==> src/rtl/lin_to_pkg.sv <==
package lin_to_pkg;
  localparam int unsigned MIN_BYTES = 1;
  localparam int unsigned MAX_BYTES = 8;

  typedef enum logic {ST_IDLE = 1'b0, ST_TIMING = 1'b1} tmr_state_e;

  // Byte count forced into the legal range of a LIN data field.
  function automatic int unsigned clamp_bytes(input int unsigned n);
    if (n < MIN_BYTES) return MIN_BYTES;
    if (n > MAX_BYTES) return MAX_BYTES;
    return n;
  endfunction

  // Longest permitted frame in bit times, rounded up: 1.4 * (10*n + 45).
  function automatic int unsigned frame_max_bits(input int unsigned n);
    int unsigned b;
    b = clamp_bytes(n);
    return (14 * (10 * b + 45) + 9) / 10;
  endfunction
endpackage

==> src/rtl/lin_to_limit.sv <==
module lin_to_limit #(
  parameter int CNT_W   = 10,
  parameter int NDATA_W = 4
) (
  input  logic               clk,
  input  logic               rst_n,
  input  logic               load,
  input  logic               use_default,
  input  logic [CNT_W-1:0]   to_value,
  input  logic [NDATA_W-1:0] ndata,
  output logic [CNT_W-1:0]   limit_q
);
  import lin_to_pkg::*;

  logic [CNT_W-1:0] dflt_lim;
  logic [CNT_W-1:0] sel_lim;

  always_comb begin
    dflt_lim = CNT_W'(frame_max_bits(int'(unsigned'(ndata))));
    sel_lim  = use_default ? dflt_lim : to_value;
  end

  always_ff @(posedge clk or negedge rst_n) begin
    if (!rst_n)    limit_q <= '0;
    else if (load) limit_q <= sel_lim;
  end
endmodule

==> src/rtl/lin_to_counter.sv <==
module lin_to_counter #(
  parameter int CNT_W = 10
) (
  input  logic             clk,
  input  logic             rst_n,
  input  logic             start,
  input  logic             abort,
  input  logic             tick,
  input  logic             done,
  input  logic [CNT_W-1:0] limit,
  output logic             busy,
  output logic             expire
);
  import lin_to_pkg::*;

  tmr_state_e       state_q;
  logic [CNT_W-1:0] count_q;
  logic [CNT_W:0]   cnt_nxt;

  assign busy = (state_q == ST_TIMING);

  always_comb begin
    cnt_nxt = {1'b0, count_q} + {{CNT_W{1'b0}}, 1'b1};
    expire  = busy && tick && !done && (cnt_nxt >= {1'b0, limit});
  end

  always_ff @(posedge clk or negedge rst_n) begin
    if (!rst_n) begin
      state_q <= ST_IDLE;
      count_q <= '0;
    end else if (start) begin
      state_q <= ST_TIMING;
      count_q <= '0;
    end else if (abort) begin
      state_q <= ST_IDLE;
    end else if (busy) begin
      if (done || expire) state_q <= ST_IDLE;
      else if (tick)      count_q <= cnt_nxt[CNT_W-1:0];
    end
  end
endmodule

==> src/rtl/lin_to_flag.sv <==
module lin_to_flag (
  input  logic clk,
  input  logic rst_n,
  input  logic set,
  input  logic clr,
  output logic flag
);
  always_ff @(posedge clk or negedge rst_n) begin
    if (!rst_n)   flag <= 1'b0;
    else if (set) flag <= 1'b1;
    else if (clr) flag <= 1'b0;
  end
endmodule

==> src/rtl/lin_resp_timeout.sv <==
module lin_resp_timeout #(
  parameter int CNT_W   = 10,
  parameter int NDATA_W = 4
) (
  input  logic               clk,
  input  logic               rst_n,
  input  logic               bit_tick,
  input  logic               brk_fall,
  input  logic               rx_frame,
  input  logic               frame_done,
  input  logic               use_default,
  input  logic [CNT_W-1:0]   to_value,
  input  logic [NDATA_W-1:0] ndata,
  input  logic               sto_clr,
  output logic               sto_flag,
  output logic               busy
);
  logic             start_ev;
  logic             abort_ev;
  logic             expire_ev;
  logic [CNT_W-1:0] limit_q;

  assign start_ev = brk_fall & rx_frame;
  assign abort_ev = brk_fall & ~rx_frame;

  lin_to_limit #(.CNT_W(CNT_W), .NDATA_W(NDATA_W)) limit_i (
    .clk(clk), .rst_n(rst_n), .load(start_ev), .use_default(use_default),
    .to_value(to_value), .ndata(ndata), .limit_q(limit_q)
  );

  lin_to_counter #(.CNT_W(CNT_W)) cnt_i (
    .clk(clk), .rst_n(rst_n), .start(start_ev), .abort(abort_ev),
    .tick(bit_tick), .done(frame_done), .limit(limit_q),
    .busy(busy), .expire(expire_ev)
  );

  lin_to_flag flag_i (
    .clk(clk), .rst_n(rst_n), .set(expire_ev), .clr(sto_clr), .flag(sto_flag)
  );
endmodule

==> config.mk <==
export PLATFORM = sky130hd
export DESIGN_NAME = lin_resp_timeout
export DESIGN_NICKNAME = d
export VERILOG_FILES = /design/src/rtl/lin_to_pkg.sv /design/src/rtl/lin_to_limit.sv /design/src/rtl/lin_to_counter.sv /design/src/rtl/lin_to_flag.sv /design/src/rtl/lin_resp_timeout.sv
export SDC_FILE = /design/constraint.sdc
export NUM_CORES = 1
export LEC_CHECK = 0
export BUFFER_PORTS_ARGS = -buffer_cell sky130_fd_sc_hd__buf_2
export CORE_UTILIZATION = 40
export DETAILED_ROUTE_END_ITERATION = 8
export PLACE_DENSITY = 0.61
export REMOVE_ABC_BUFFERS = 1
export SYNTH_ARGS = -nofsm -noshare
export SYNTH_HDL_FRONTEND = slang
export SYNTH_SLANG_ARGS = --single-unit
==> constraint.sdc <==
create_clock -name clk -period 4.89 [get_ports clk]
set_input_delay 0.2445 -clock clk [delete_from_list [all_inputs] [get_ports clk]]
set_output_delay 0.2445 -clock clk [all_outputs]
set_load 0.1 [all_outputs]
## Word level (Yosys, flattened, before mapping)

Cells that the tools add are included.
Widths: inputs -> output; s select.

- Register bits after elaboration: 22
- Input port bits: 22
- Output and inout port bits: 2

- Add/subtract/negate cells: 3
- Multiply operators: 2
- Div/mod/pow operators: 1
- Magnitude comparators: 3
- Eq/ne operators: 2
- Muxes and demuxes: 19
- Bitwise gates (word level): 3
- Reduce and logical (&&, ||, !) cells: 9

Operators by type and width:

| cell | count |
|---|---|
| $mux 32 | 3 |
| $mul 3x32->31 const A | 2 |
| $mux 10 | 6 |
| $add 32x4->32 const B | 1 |
| $add 32x6->32 const B | 1 |
| $div 32x4->32 const B | 1 |
| $add 10x1->11 const B | 1 |
| $ge 11x10->1 | 1 |
| $mux 1 | 10 |
| $reduce_bool 2->1 | 3 |
| $gt 4x4->1 const B | 1 |
| $lt 4x1->1 const B | 1 |
| $ne 2x1->1 const B | 2 |
| $reduce_and 4->1 | 1 |
| $logic_and 1x1->1 | 3 |
| $and 1x1->1 | 2 |
| $logic_not 1->1 | 1 |
| $logic_or 1x1->1 | 1 |
| $not 1->1 | 1 |

## Longest topological paths before layout

Gate-level depths: netlist (run 1).

- Depth in word-level cells: 11
- Depth in mapped cells: 45

## Hierarchy

A second synthesis (run 1) with hierarchy kept.

- Cells, all modules: 552
- Area total of the unflattened synthesis: 4316.6 µm²

By module, submodules not included:

| module | times used | cells an instance | area an instance (µm²) | seq. area each (µm²) |
|---|---|---|---|---|
| lin_to_limit | 1 | 428 | 3116.7 | 250.2 |
| lin_to_counter | 1 | 119 | 1147.4 | 275.3 |
| lin_to_flag | 1 | 3 | 36.3 | 25.0 |
| lin_resp_timeout | 1 | 2 | 16.3 | 0.0 |

## Worst setup path after synthesis (run 1)

No wires, ideal clock.

- Kind: input port to flip-flop
- From: input port ndata[3]
- To: register limit_i.limit_q[0]
- Arrival: 9.133 ns
- Path slack: -4.365 ns
- Cell stages on the path: 40
- Path buffers: 5
- Cell sequence: buf_6 > nand2b_4 > buf_6 > inv_1 > ha_1 > ha_1 > fa_1 > nor2_1 > xnor2_1 > inv_1 > fa_1 > inv_1 > ha_1 > clkbuf_1 > a21o_1 > o221ai_1 > o311ai_0 > a21oi_1 > (+4 left out) > a21oi_1 > nor2_1 > a221oi_2 > a2111oi_0 > a211o_1 > or4_1 > buf_6 > mux2i_4 > or2_4 > nor4b_1 > o21ai_1 > inv_1 > ha_1 > mux2_4 > a211oi_1 > a31o_1 > o211ai_1 > a32o_1

- Cells in the longest elaborated chain, start to end: 11
- Elaborated cells between the ends (all ways): 15
- Those cells by class: add/sub: 2; mul: 2; div: 1; order compare: 2; mux: 8

RTL lines:

| what | line | text |
|---|---|---|
| start, declared | lin_resp_timeout.sv:13 | `input logic [NDATA_W-1:0] ndata,` |
| $lt 4x1->1 / $gt 4x4->1 (equally long branches) | lin_to_pkg.sv:9, lin_to_pkg.sv:10 |  |
| $mux 1 (on tied branches) | lin_to_pkg.sv:9, lin_to_pkg.sv:10 |  |
| $mux 32 / $mux 1 (equally long branches) | lin_to_pkg.sv:10 | `if (n > MAX_BYTES) return MAX_BYTES;` |
| $mux 32 | lin_to_pkg.sv:11 | `return n;` |
| $mux 32 * | lin_to_pkg.sv:10 |  |
| $mul 3x32->31 * | lin_to_pkg.sv:18 | `return (14 * (10 * b + 45) + 9) / 10;` |
| $add 32x6->32 * | lin_to_pkg.sv:18 |  |
| $mul 3x32->31 * | lin_to_pkg.sv:18 |  |
| $add 32x4->32 * | lin_to_pkg.sv:18 |  |
| $div 32x4->32 * | lin_to_pkg.sv:18 |  |
| $mux 10 * | lin_to_limit.sv:20 | `sel_lim = use_default ? dflt_lim : to_value;` |
| end signal, assigned | lin_to_limit.sv:25 | `else if (load) limit_q <= sel_lim;` |
| end, declared | lin_to_limit.sv:11 | `output logic [CNT_W-1:0] limit_q` |

Mark *: on every way between the ends. The rest lies on a longest branch, timed or not. The select of a mux whose other input is x is not followed.
A chain may end at the register's enable or synchronous reset.

## Worst setup path in the final report (run 1)

- From: input port ndata[2]
- To: register limit_i.limit_q[0]

The elaborated chain is that of the path after synthesis.

==> results.cfg, run 1 <==
[run_status]
status = finished, violations left
failed_checks = negative setup slack

[grt]
grt_start_max_net_pins = 30
antenna_found_initial = 0
grt_pass1_wl_um = 26050
track_usage_pct = 27.44
grt_pass1_vias = 5674
grt-ovfl-total = 0

[worst_setup_path]
slowest_delay_ns = 0.59
cp_max_fo = 17
crit_type = in2reg
crit_path_end_kind = register
start_kind = input port
cpMaxStageDelayCell = fa_2
critPathArrivalTime_ns = 8.32
cp.required_ns = 5.05

[clock_tree]
root_buffer = clkbuf_8
cts-htree-levels = 1
cts_tree = yes
cts.clk_slew.worst_paths_ns = 0.08
cts_buffer_depth = 2
cts.sinks = 22
clk_latency_ns = 0.27
cts-buffers-inserted = 3

[layout]
antenna_cells = 0
nets = 886
drive_above_1_share_pct = 49.64
fillers = 849
area_delta_synth_final_pct = 64.31

[sta]
tightest_slew_ns = 0.6947
timing.final.hold_violations = 0
slew_viol_final = 0
period_share_pct = 166.8
fin_tns_setup_ns = -17.43
setup_slack_ns = -3.266
fmax_ghz = 0.1226
rsz0062_at_grt = yes
max-slew-margin-rel_pct = 53.35
skew_ns = 0.002328
setup_viol = 10
period_needed_ns = 8.156

[job]
max_cap_viol_count = 0

[synth]
synth-seq-cells = 22
ys_warn_count = 0
synth.distinct_cells = 94
synth_ff_type = dfrtp_1
yosysSeqAreaShare_pct = 12.21
async_flop_share_pct = 100.0
netlist_instances = 600
netlist_area_sq_um = 4508
synth-edff-count = 0
avgSynthCellArea_sq_um = 7.513

[floorplanning]
dieArea_sq_um = 11700
ios = 24
rows = 38
die_y_um = 108.2
die_width_um = 108.2
initial_core_util_pct = 41.40
core_area_sq_um = 10890

[hold_path]
hp-class = in2reg

[route]
via_count = 5673
drt_iter0_markers = 272
first_pass_iters = 5
vias_per_cell = 5.861
wl_per_cell_um = 17.26
drc = 0
drtAntennaViolNets = 0
finalWirelength_um = 16700

[placement]
port_buffers = 23
place.gp.congestion = 0.9247
dp_hpwl_um = 11710
## final timing paths
path / start / end / slack, ns / cells past startpoint
max: ndata[2] / limit_i.limit_q[0]$_DFFE_PN0P_ / -3.27 / 45
min reg2reg: limit_i.limit_q[2]$_DFFE_PN0P_ / limit_i.limit_q[2]$_DFFE_PN0P_ / 0.50 / 2
max reg2reg: cnt_i.count_q[0]$_DFFE_PN0P_ / cnt_i.count_q[0]$_DFFE_PN0P_ / 1.18 / 19
min: sto_clr / flag_i.flag$_DFFE_PN0P_ / 0.16 / 2
min in group asynchronous: rst_n / cnt_i.count_q[8]$_DFFE_PN0P_ / 0.47 / 2
max in group asynchronous: rst_n / cnt_i.count_q[0]$_DFFE_PN0P_ / 4.07 / 2
## registers in the layout, indices dropped and copies added, names as in the netlist
register         count
cnt_i.count_q       10
flag_i.flag          1
limit_i.limit_q     10
cnt_i.busy           1
## per-layer routing
layer  track usage [%]  up-vias  part of all wire [%]
met5                 0        -                     0
met4             10.27        0                   3.4
met3             2.049       45                   4.0
met2             51.09      183                    52
met1             32.49     2707                    41
li1                  -     2738                     -
## kinds of logic after synthesis
logic type	Yosys count	share of synthesized area [%]
multiplexers	9	2.498
AND/OR/NAND/NOR	226	27.42
flip-flops	22	12.21
AO/OA/AOI/OAI	205	33.53
XOR/XNOR	37	7.521
buffers and inverters	65	6.383
adder cells (fa/ha/maj)	36	10.44
## cells in the mapped netlist (all sizes together) (9+ instances only)
library cell / n / area [sq um]
a211oi: 13 / 117.6
a21o: 11 / 82.58
a21oi: 43 / 219.0
and3: 9 / 56.30
buf: 12 / 88.82
clkbuf: 23 / 86.33
dfrtp: 22 / 550.5
ha: 32 / 400.4
inv: 29 / 108.9
nand2: 55 / 209.0
nand2b: 9 / 63.81
nand3: 49 / 245.2
nor2: 38 / 142.6
nor2b: 9 / 56.30
nor3: 14 / 91.34
o21ai: 40 / 204.0
xnor2: 27 / 251.5
xor2: 10 / 87.58
## metrics by stage
stage | hold WS (ns) | worst slack (ns) | std cells | utilization [%] | instance area (sq um)
6_report | 0.1613 | -3.266 | 968 | 68.03 | 7407
4_1_cts | 0.1561 | -3.252 | 951 | 62.78 | 6835
3_3_place_gp | 0.2384 | -3.927 | 920 | 55.70 | 6065
2_1_floorplan | -0.05109 | -4.419 | 565 | - | 4333
3_5_place_dp | 0.2480 | -4.128 | 920 | 55.70 | 6065
5_1_grt | 0.1501 | -3.632 | 968 | 68.03 | 7407
## critical path, delay by kind of cell
| kind | cells | cell delay, ns |
|---|---|---|
| fa+ha+maj | 7 | 1.95 |
| xor+xnor | 3 | 0.46 |
| compound gates | 17 | 3.18 |
| simple gates | 12 | 1.66 |
| buf+inv | 6 | 0.83 |
## final cells by class
cell class	count	area (sq um)	share of cell area [%]
multi-input combinational	513	4457	60.17
inverter	30	115.1	1.554
tap	140	175.2	2.365
clock buffer	4	55.05	0.7432
timing repair buffer	259	2054	27.74
sequential	22	550.5	7.432
## repair_timing
| action | in CTS | in global routing |
|---|---|---|
| hold endpoints to repair | 22 | 0 |
| hold buffers | 1 | 0 |
| buffers inserted | 39 | 19 |
| gates resized for setup | 119 | 93 |
| pin swaps | 52 | 72 |
| setup endpoints to repair | 10 | 10 |
## cell usage in the layout, fill, tap and decap left out, types with 5 or more instances in the layout
cell and n:
a211oi_1 5, a211oi_2 5, a21o_1 11, a21oi_1 31, a21oi_2 7, a21oi_4 5
a31oi_1 8, and3_1 7, buf_2 19, buf_4 202, buf_6 34, dfrtp_1 22
ha_1 21, ha_4 9, inv_1 22, inv_2 6, nand2_1 49, nand2b_1 7
nand3_1 43, nand4_1 7, nor2_1 28, nor2_4 6, nor2b_1 8, nor3_1 10
o211a_1 5, o211ai_1 7, o21a_1 5, o21ai_0 15, o21ai_1 14, o21ai_2 10
xnor2_1 18, xnor2_2 8, xor2_1 7
Power of run 1 is not shown: default switching activity piles up to over one toggle a cycle in this logic, so the estimate is an artifact.
==> inputs of run 2 (changes only) <==
--- a/config.mk
+++ b/config.mk
@@ -6,10 +6,11 @@
 export NUM_CORES = 1
 export LEC_CHECK = 0
 export BUFFER_PORTS_ARGS = -buffer_cell sky130_fd_sc_hd__buf_2
-export CORE_UTILIZATION = 40
+export CORE_UTILIZATION = 55
 export DETAILED_ROUTE_END_ITERATION = 8
-export PLACE_DENSITY = 0.61
+export PLACE_DENSITY = 0.78
 export REMOVE_ABC_BUFFERS = 1
+export SKIP_LAST_GASP = 1
 export SYNTH_ARGS = -nofsm -noshare
 export SYNTH_HDL_FRONTEND = slang
 export SYNTH_SLANG_ARGS = --single-unit
==> run 2 against run 1 <==
  * The run now fails in global routing (5_1_grt)
  * Synthesized cell count stayed put
  * Synthesized area is the same
==> results.cfg, run 2 <==
[run_status]
status = aborted with a tool error
stop_stage = global routing (5_1_grt)
tool.error = [ERROR GRT-0232] Routing congestion too high. Check the congestion heatmap in the GUI.

[floorplanning]
ios = 24
initial_core_util_pct = 57.74
die_y_um = 92.54
die_width_um = 92.54
rows = 32

[placement]
pre_cts_ws_ns = -4.212
port_buffers = 23
dp_hpwl_um = 11980
place.gp.congestion = 0.9658

[synth]
synth-edff-count = 0
avgSynthCellArea_sq_um = 7.513
netlist_area_sq_um = 4508
async_flop_share_pct = 100.0
yosysSeqAreaShare_pct = 12.21
synth_top_area_cell = dfrtp_1
synth_top_area_share_pct = 12.21
synth-seq-cells = 22
synth_ff_type = dfrtp_1
yosysMostFrequentCell = nand2_1
synthTopCellsByCount = nand2_1, nand3_1, a21oi_1, nor2_1, o21ai_0
synth.area.top_cells = dfrtp_1, ha_1, nand3_1
synth.distinct_cells = 94
ys_warn_count = 0
netlist_instances = 600

[grt]
grt-ovfl-total = 32
grt_start_max_net_pins = 30
track_usage_pct = 74.79

[clock_tree]
cts_buffer_depth = 2
cts-buffers-inserted = 3
root_buffer = clkbuf_8
cts-htree-levels = 1
cts.sinks = 22

[sta]
crit_endpoint = limit_i.limit_q[1]$_DFFE_PN0P_/D
worst-ep-kind = register data pin
==> run 2: metrics by stage <==
stage | utilization [%] | area, sq um | std cells
2_1_floorplan | - | 4333 | 565
3_3_place_gp | 76.94 | 6007 | 879
3_5_place_dp | 76.94 | 6007 | 879
4_1_cts | 85.40 | 6668 | 910
==> run 2: kinds of logic after synthesis <==
| kind of cell | Yosys count | share of synthesized area (%) |
|---|---|---|
| adders and majority gates | 36 | 10.44 |
| buffers and inverters | 65 | 6.383 |
| AOI/OAI and AO/OA | 205 | 33.53 |
| and+or+nand+nor | 226 | 27.42 |
| xor gates and xnor gates | 37 | 7.521 |
| DFF | 22 | 12.21 |
| muxes | 9 | 2.498 |
==> run 2: timing repair <==
item	4_1_cts
setup buffers	26
gates resized for setup	94
endpoints found under the setup margin	10
pin swaps	53
hold endpoints to repair	22
hold buffers	1
==> run 2: routing by layer <==
layer	GRT overflow	global-route usage, %
met1	0	76.19
met2	23	94.51
met3	0	51.72
met4	9	78.78
met5	0	12.82
==> inputs of run 3 (changes only) <==
--- a/config.mk
+++ b/config.mk
@@ -6,9 +6,9 @@
 export NUM_CORES = 1
 export LEC_CHECK = 0
 export BUFFER_PORTS_ARGS = -buffer_cell sky130_fd_sc_hd__buf_2
-export CORE_UTILIZATION = 55
+export CORE_UTILIZATION = 40
 export DETAILED_ROUTE_END_ITERATION = 8
-export PLACE_DENSITY = 0.78
+export PLACE_DENSITY_LB_ADDON = 0.15
 export REMOVE_ABC_BUFFERS = 1
 export SKIP_LAST_GASP = 1
 export SYNTH_ARGS = -nofsm -noshare
==> run 3 against run 2 <==
  * The flow now finishes, with violations (negative setup slack)
==> results.cfg, run 3 (same netlist as run 1, synthesis figures left out) <==
[run_status]
status = finished, violations left
failed_checks = negative setup slack

[sta]
skew_ns = 0.006382
period_needed_ns = 7.944
fmax_ghz = 0.1259
slew_viol_final = 0
period_share_pct = 162.4
timing.final.hold_violations = 0
setup_viol = 9
rsz0062_at_grt = yes
max-slew-margin-rel_pct = 62.79
setup_slack_ns = -3.054
tightest_slew_ns = 0.5582

[layout]
fin_area_sq_um = 7102
antenna_cells = 0
fillers = 878
layout_common_cells = buf_4, nand2_1, nand3_1, a21oi_1, nor2_1
area_delta_synth_final_pct = 57.54
drive_above_1_share_pct = 46.68
final_common_cell = buf_4
top_regs = cnt_i.count_q x10, limit_i.limit_q x10
nets = 872
final_cells = 954

[route]
drtAntennaViolNets = 0
drc = 0
drt_iter0_markers = 307
first_pass_iters = 6
finalWirelength_um = 15740
wl_per_cell_um = 16.50
vias_per_cell = 5.787
via_count = 5521

[placement]
dp_hpwl_um = 11960
post-place-cells = 921
place_area_sq_um = 6072
port_buffers = 23
place.gp.congestion = 0.9347

[clock_tree]
cts-htree-levels = 1
clk_latency_ns = 0.26
cts_buffer_depth = 2
cts.sinks = 22
root_buffer = clkbuf_8
cts-buffers-inserted = 3
cts_tree = yes
cts.clk_slew.worst_paths_ns = 0.09

[worst_setup_path]
critPathArrivalTime_ns = 8.10
r2r_end = cnt_i.count_q[0]$_DFFE_PN0P_
slowest_delay_ns = 0.57
cp.required_ns = 5.05
reg2reg_setup_slack_ns = 1.28
reg2regPathDepth = 19
crit_type = in2reg
r2r_start = cnt_i.count_q[0]$_DFFE_PN0P_
cpMaxStageDelayCell = fa_2
cp_max_fo = 6
start_kind = input port
crit_top_cell = inv_2
crit_path_end_kind = register

[floorplanning]
ios = 24
die_y_um = 108.2
die_width_um = 108.2
rows = 38
core_area_sq_um = 10890
dieArea_sq_um = 11700
initial_core_util_pct = 41.40

[hold_path]
hold_depth = 2
hp-start = sto_clr
hp-class = in2reg
min_to = flag_i.flag$_DFFE_PN0P_

[grt]
track_usage_pct = 26.61
grt_pass1_vias = 5502
grt_start_max_net_pins = 30
grt_pass1_wl_um = 25430
grt-ovfl-total = 0
antenna_found_initial = 0

[job]
max_cap_viol_count = 0
## run 3: how the worst max path moves through the flow
stage                     cells past startpoint  startpoint                              to
after global placement                       41    ndata[3]  limit_i.limit_q[0]$_DFFE_PN0P_
after CTS                                    43    ndata[1]  limit_i.limit_q[0]$_DFFE_PN0P_
after floorplan                              36    ndata[1]  limit_i.limit_q[0]$_DFFE_PN0P_
after global routing                         40    ndata[1]  limit_i.limit_q[0]$_DFFE_PN0P_
after detailed placement                     42    ndata[1]  limit_i.limit_q[0]$_DFFE_PN0P_
final                                        41    ndata[1]  limit_i.limit_q[0]$_DFFE_PN0P_
## run 3: what timing repair did
item / CTS / global route
hold endpoints to repair: 22 / 0
setup endpoints to repair: 10 / 10
gates cloned: 0 / 2
setup buffers: 19 / 8
pin swaps: 49 / 36
gates resized for setup: 107 / 44
hold buffers: 1 / 0
## run 3: metrics by stage
| stage | TNS, ns | setup WS (ns) | utilization (%) | hold slack (ns) |
|---|---|---|---|---|
| 2_1_floorplan | -25.20 | -4.419 | - | -0.05109 |
| 3_3_place_gp | -22.68 | -3.861 | 55.77 | 0.2389 |
| 3_5_place_dp | -24.69 | -4.097 | 55.77 | 0.2439 |
| 4_1_cts | -15.60 | -3.060 | 62.31 | 0.1599 |
| 5_1_grt | -18.44 | -3.380 | 65.23 | 0.1713 |
| 6_report | -15.32 | -3.054 | 65.23 | 0.1649 |
## run 3: cell type report
cell class / count / area [sq um] / area share [%]
Sequential cell: 22 / 550.5 / 7.752
Timing Repair Buffer: 245 / 1917 / 26.99
Tap cell: 140 / 175.2 / 2.467
Multi-Input combinational cell: 513 / 4273 / 60.17
Clock buffer: 3 / 41.29 / 0.5814
Inverter: 30 / 115.1 / 1.621
Clock inverter: 1 / 30.03 / 0.4228
## run 3: routing by layer
metal  vias to the layer above  GRT usage, %  wire length, um
li1                       2700             -                -
met1                      2632         33.21             6868
met2                       147         48.32             7876
met3                        42         1.869              526
met4                         0         8.219              471
met5                         -             0                0
## run 3: critical path: cells and delay by family
kind / cells / cell delay [ns]
mux: 2 / 0.35
simple gates: 9 / 1.67
buf+inv: 7 / 0.67
xor+xnor: 3 / 0.45
compound gates: 13 / 2.51
fa+ha+maj: 7 / 2.19
Power of run 3 is left out for the same reason.
==> inputs of run 4 (changes only) <==
--- a/config.mk
+++ b/config.mk
@@ -13,4 +13,5 @@
 export SKIP_LAST_GASP = 1
 export SYNTH_ARGS = -nofsm -noshare
 export SYNTH_HDL_FRONTEND = slang
+export SYNTH_HIERARCHICAL = 1
 export SYNTH_SLANG_ARGS = --single-unit
==> run 4 against run 3 <==
  * The run still ends with negative setup slack left
  * Synthesized cell count shrank 8.0%
  * Via count shrank 12%
  * Flip-flop and latch count is the same
  * Highest routed layer unchanged
==> results.cfg, run 4 <==
[synth]
yosysSeqAreaShare_pct = 12.75
synth_ff_type = dfrtp_1
ys_warn_count = 6
synth_top_area_share_pct = 12.75
synth-seq-cells = 22
synth_top_area_cell = dfrtp_1
netlist_instances = 552
synth.distinct_cells = 100
synthTopCellsByCount = nor2_1, nand2_1, inv_1, ha_1, a21oi_1
yosysMostFrequentCell = nor2_1
synth-edff-count = 0
netlist_area_sq_um = 4317
synth.area.top_cells = dfrtp_1, ha_1, nor2_1
async_flop_share_pct = 100.0
avgSynthCellArea_sq_um = 7.820

[placement]
place_area_sq_um = 5644
place.gp.congestion = 0.8762
dp_hpwl_um = 10170
port_buffers = 23

[layout]
fin_area_sq_um = 6575
fin_util_pct = 63.12
nets = 796
final-seq-area_sq_um = 550.5
final_common_cell = buf_4
top_regs = cnt_i/count_q x10, limit_i/limit_q x10
drive_above_1_share_pct = 46.88
antenna_cells = 0
multi_input_area_sq_um = 4049
layout_common_cells = buf_4, nor2_1, nand2_1, inv_1, ha_1
fillers = 888
area_delta_synth_final_pct = 52.32

[sta]
rsz0062_at_grt = yes
skew_ns = 0.01158
setup_viol = 10
fmax_ghz = 0.1202
tightest_slew_ns = 0.7174
max-slew-margin-rel_pct = 52.17
timing.final.hold_violations = 0
period_needed_ns = 8.317
slew_viol_final = 0
hold_ws_ns = 0.2295
setup_slack_ns = -3.427
period_share_pct = 170.1

[clock_tree]
cts-htree-levels = 1
cts_buffer_depth = 2
root_buffer = clkbuf_8
cts.clk_slew.worst_paths_ns = 0.09
cts-buffers-inserted = 3
cts.sinks = 22
clk_latency_ns = 0.27
cts_tree = yes

[worst_setup_path]
cpMaxStageDelayCell = fa_1
crit_path_end_kind = register
critPathArrivalTime_ns = 8.46
slowest_delay_ns = 0.45
reg2regPathDepth = 10
cp_max_fo = 5
start_kind = input port
crit_type = in2reg
cp.required_ns = 5.04
reg2reg_setup_slack_ns = 1.77
crit_top_cell = ha_4

[grt]
grt_pass1_vias = 4806
track_usage_pct = 24.50
grt-ovfl-total = 0
grt_start_max_net_pins = 39
grt_pass1_wl_um = 22840
antenna_found_initial = 0

[route]
drc = 0
finalWirelength_um = 13940
via_count = 4875
wl_per_cell_um = 15.95
drt_iter0_markers = 275
vias_per_cell = 5.578
drtAntennaViolNets = 0
first_pass_iters = 5

[floorplanning]
dieArea_sq_um = 11210
die_y_um = 105.9
die_width_um = 105.9
core_area_sq_um = 10420
rows = 37
initial_core_util_pct = 41.44
ios = 24

[hold_path]
hp-class = in2reg
hold_depth = 3

[run_status]
failed_checks = negative setup slack
status = finished, violations left

[job]
max_cap_viol_count = 0
## run 4: kinds of logic after synthesis
kind of cell,count (synthesis),share of synthesized area [%]
DFF,22,12.75
muxes,19,4.986
xor gates and xnor gates,38,8.203
buffers and inverters,62,6.463
adders and majority gates,37,11.16
and+or+nand+nor,220,29.25
AOI/OAI and AO/OA,154,27.19
## run 4: worst paths after layout
path / from / to
max in group asynchronous: rst_n / cnt_i/count_q[9]$_DFFE_PN0P_
worst min-delay path: sto_clr / flag_i/flag$_DFFE_PN0P_
worst max-delay path: ndata[2] / limit_i/limit_q[0]$_DFFE_PN0P_
worst max register to register: cnt_i/count_q[0]$_DFFE_PN0P_ / cnt_i/count_q[0]$_DFFE_PN0P_
min in group asynchronous: rst_n / flag_i/flag$_DFFE_PN0P_
worst min register to register: flag_i/flag$_DFFE_PN0P_ / flag_i/flag$_DFFE_PN0P_
## run 4: cell type report
class / count / area share, %
Timing Repair Buffer: 210 / 24.36
Clock inverter: 1 / 0.4567
Sequential cell: 22 / 8.373
Inverter: 34 / 2.017
Multi-Input combinational cell: 468 / 61.58
Tap cell: 136 / 2.588
Clock buffer: 3 / 0.6280
## run 4: worst max-delay path: cells and delay by family
family | cells | cell delay (ns)
buffers and inverters | 3 | 0.28
xor gates and xnor gates | 5 | 1.02
and+or+nand+nor | 13 | 2.30
adders and majority gates | 7 | 1.83
AOI/OAI and AO/OA | 13 | 2.74
## run 4: per-stage QoR
stage	instances	TNS [ns]	worst slack, ns
finish	874	-18.94	-3.427
global route	874	-21.65	-3.769
CTS	863	-18.13	-3.324
detailed placement	842	-26.55	-4.241
global placement	842	-23.90	-3.986
floorplan	524	-24.30	-4.179
## run 4: timing repair
item                       CTS  global route
setup endpoints to repair   10            10
setup buffers               19            16
gates resized for setup     77            62
hold buffers                 1             0
pin swaps                   54            75
hold endpoints to repair    22             0
## run 4: metal layers
metal	global-route usage (%)	vias up	part of all wire [%]
li1	-	2410	-
met5	0	-	0
met2	42.72	102	49
met1	33.76	2349	47
met3	1.855	14	3.0
met4	2.877	0	0.87
Power of run 4 is left out for the same reason.
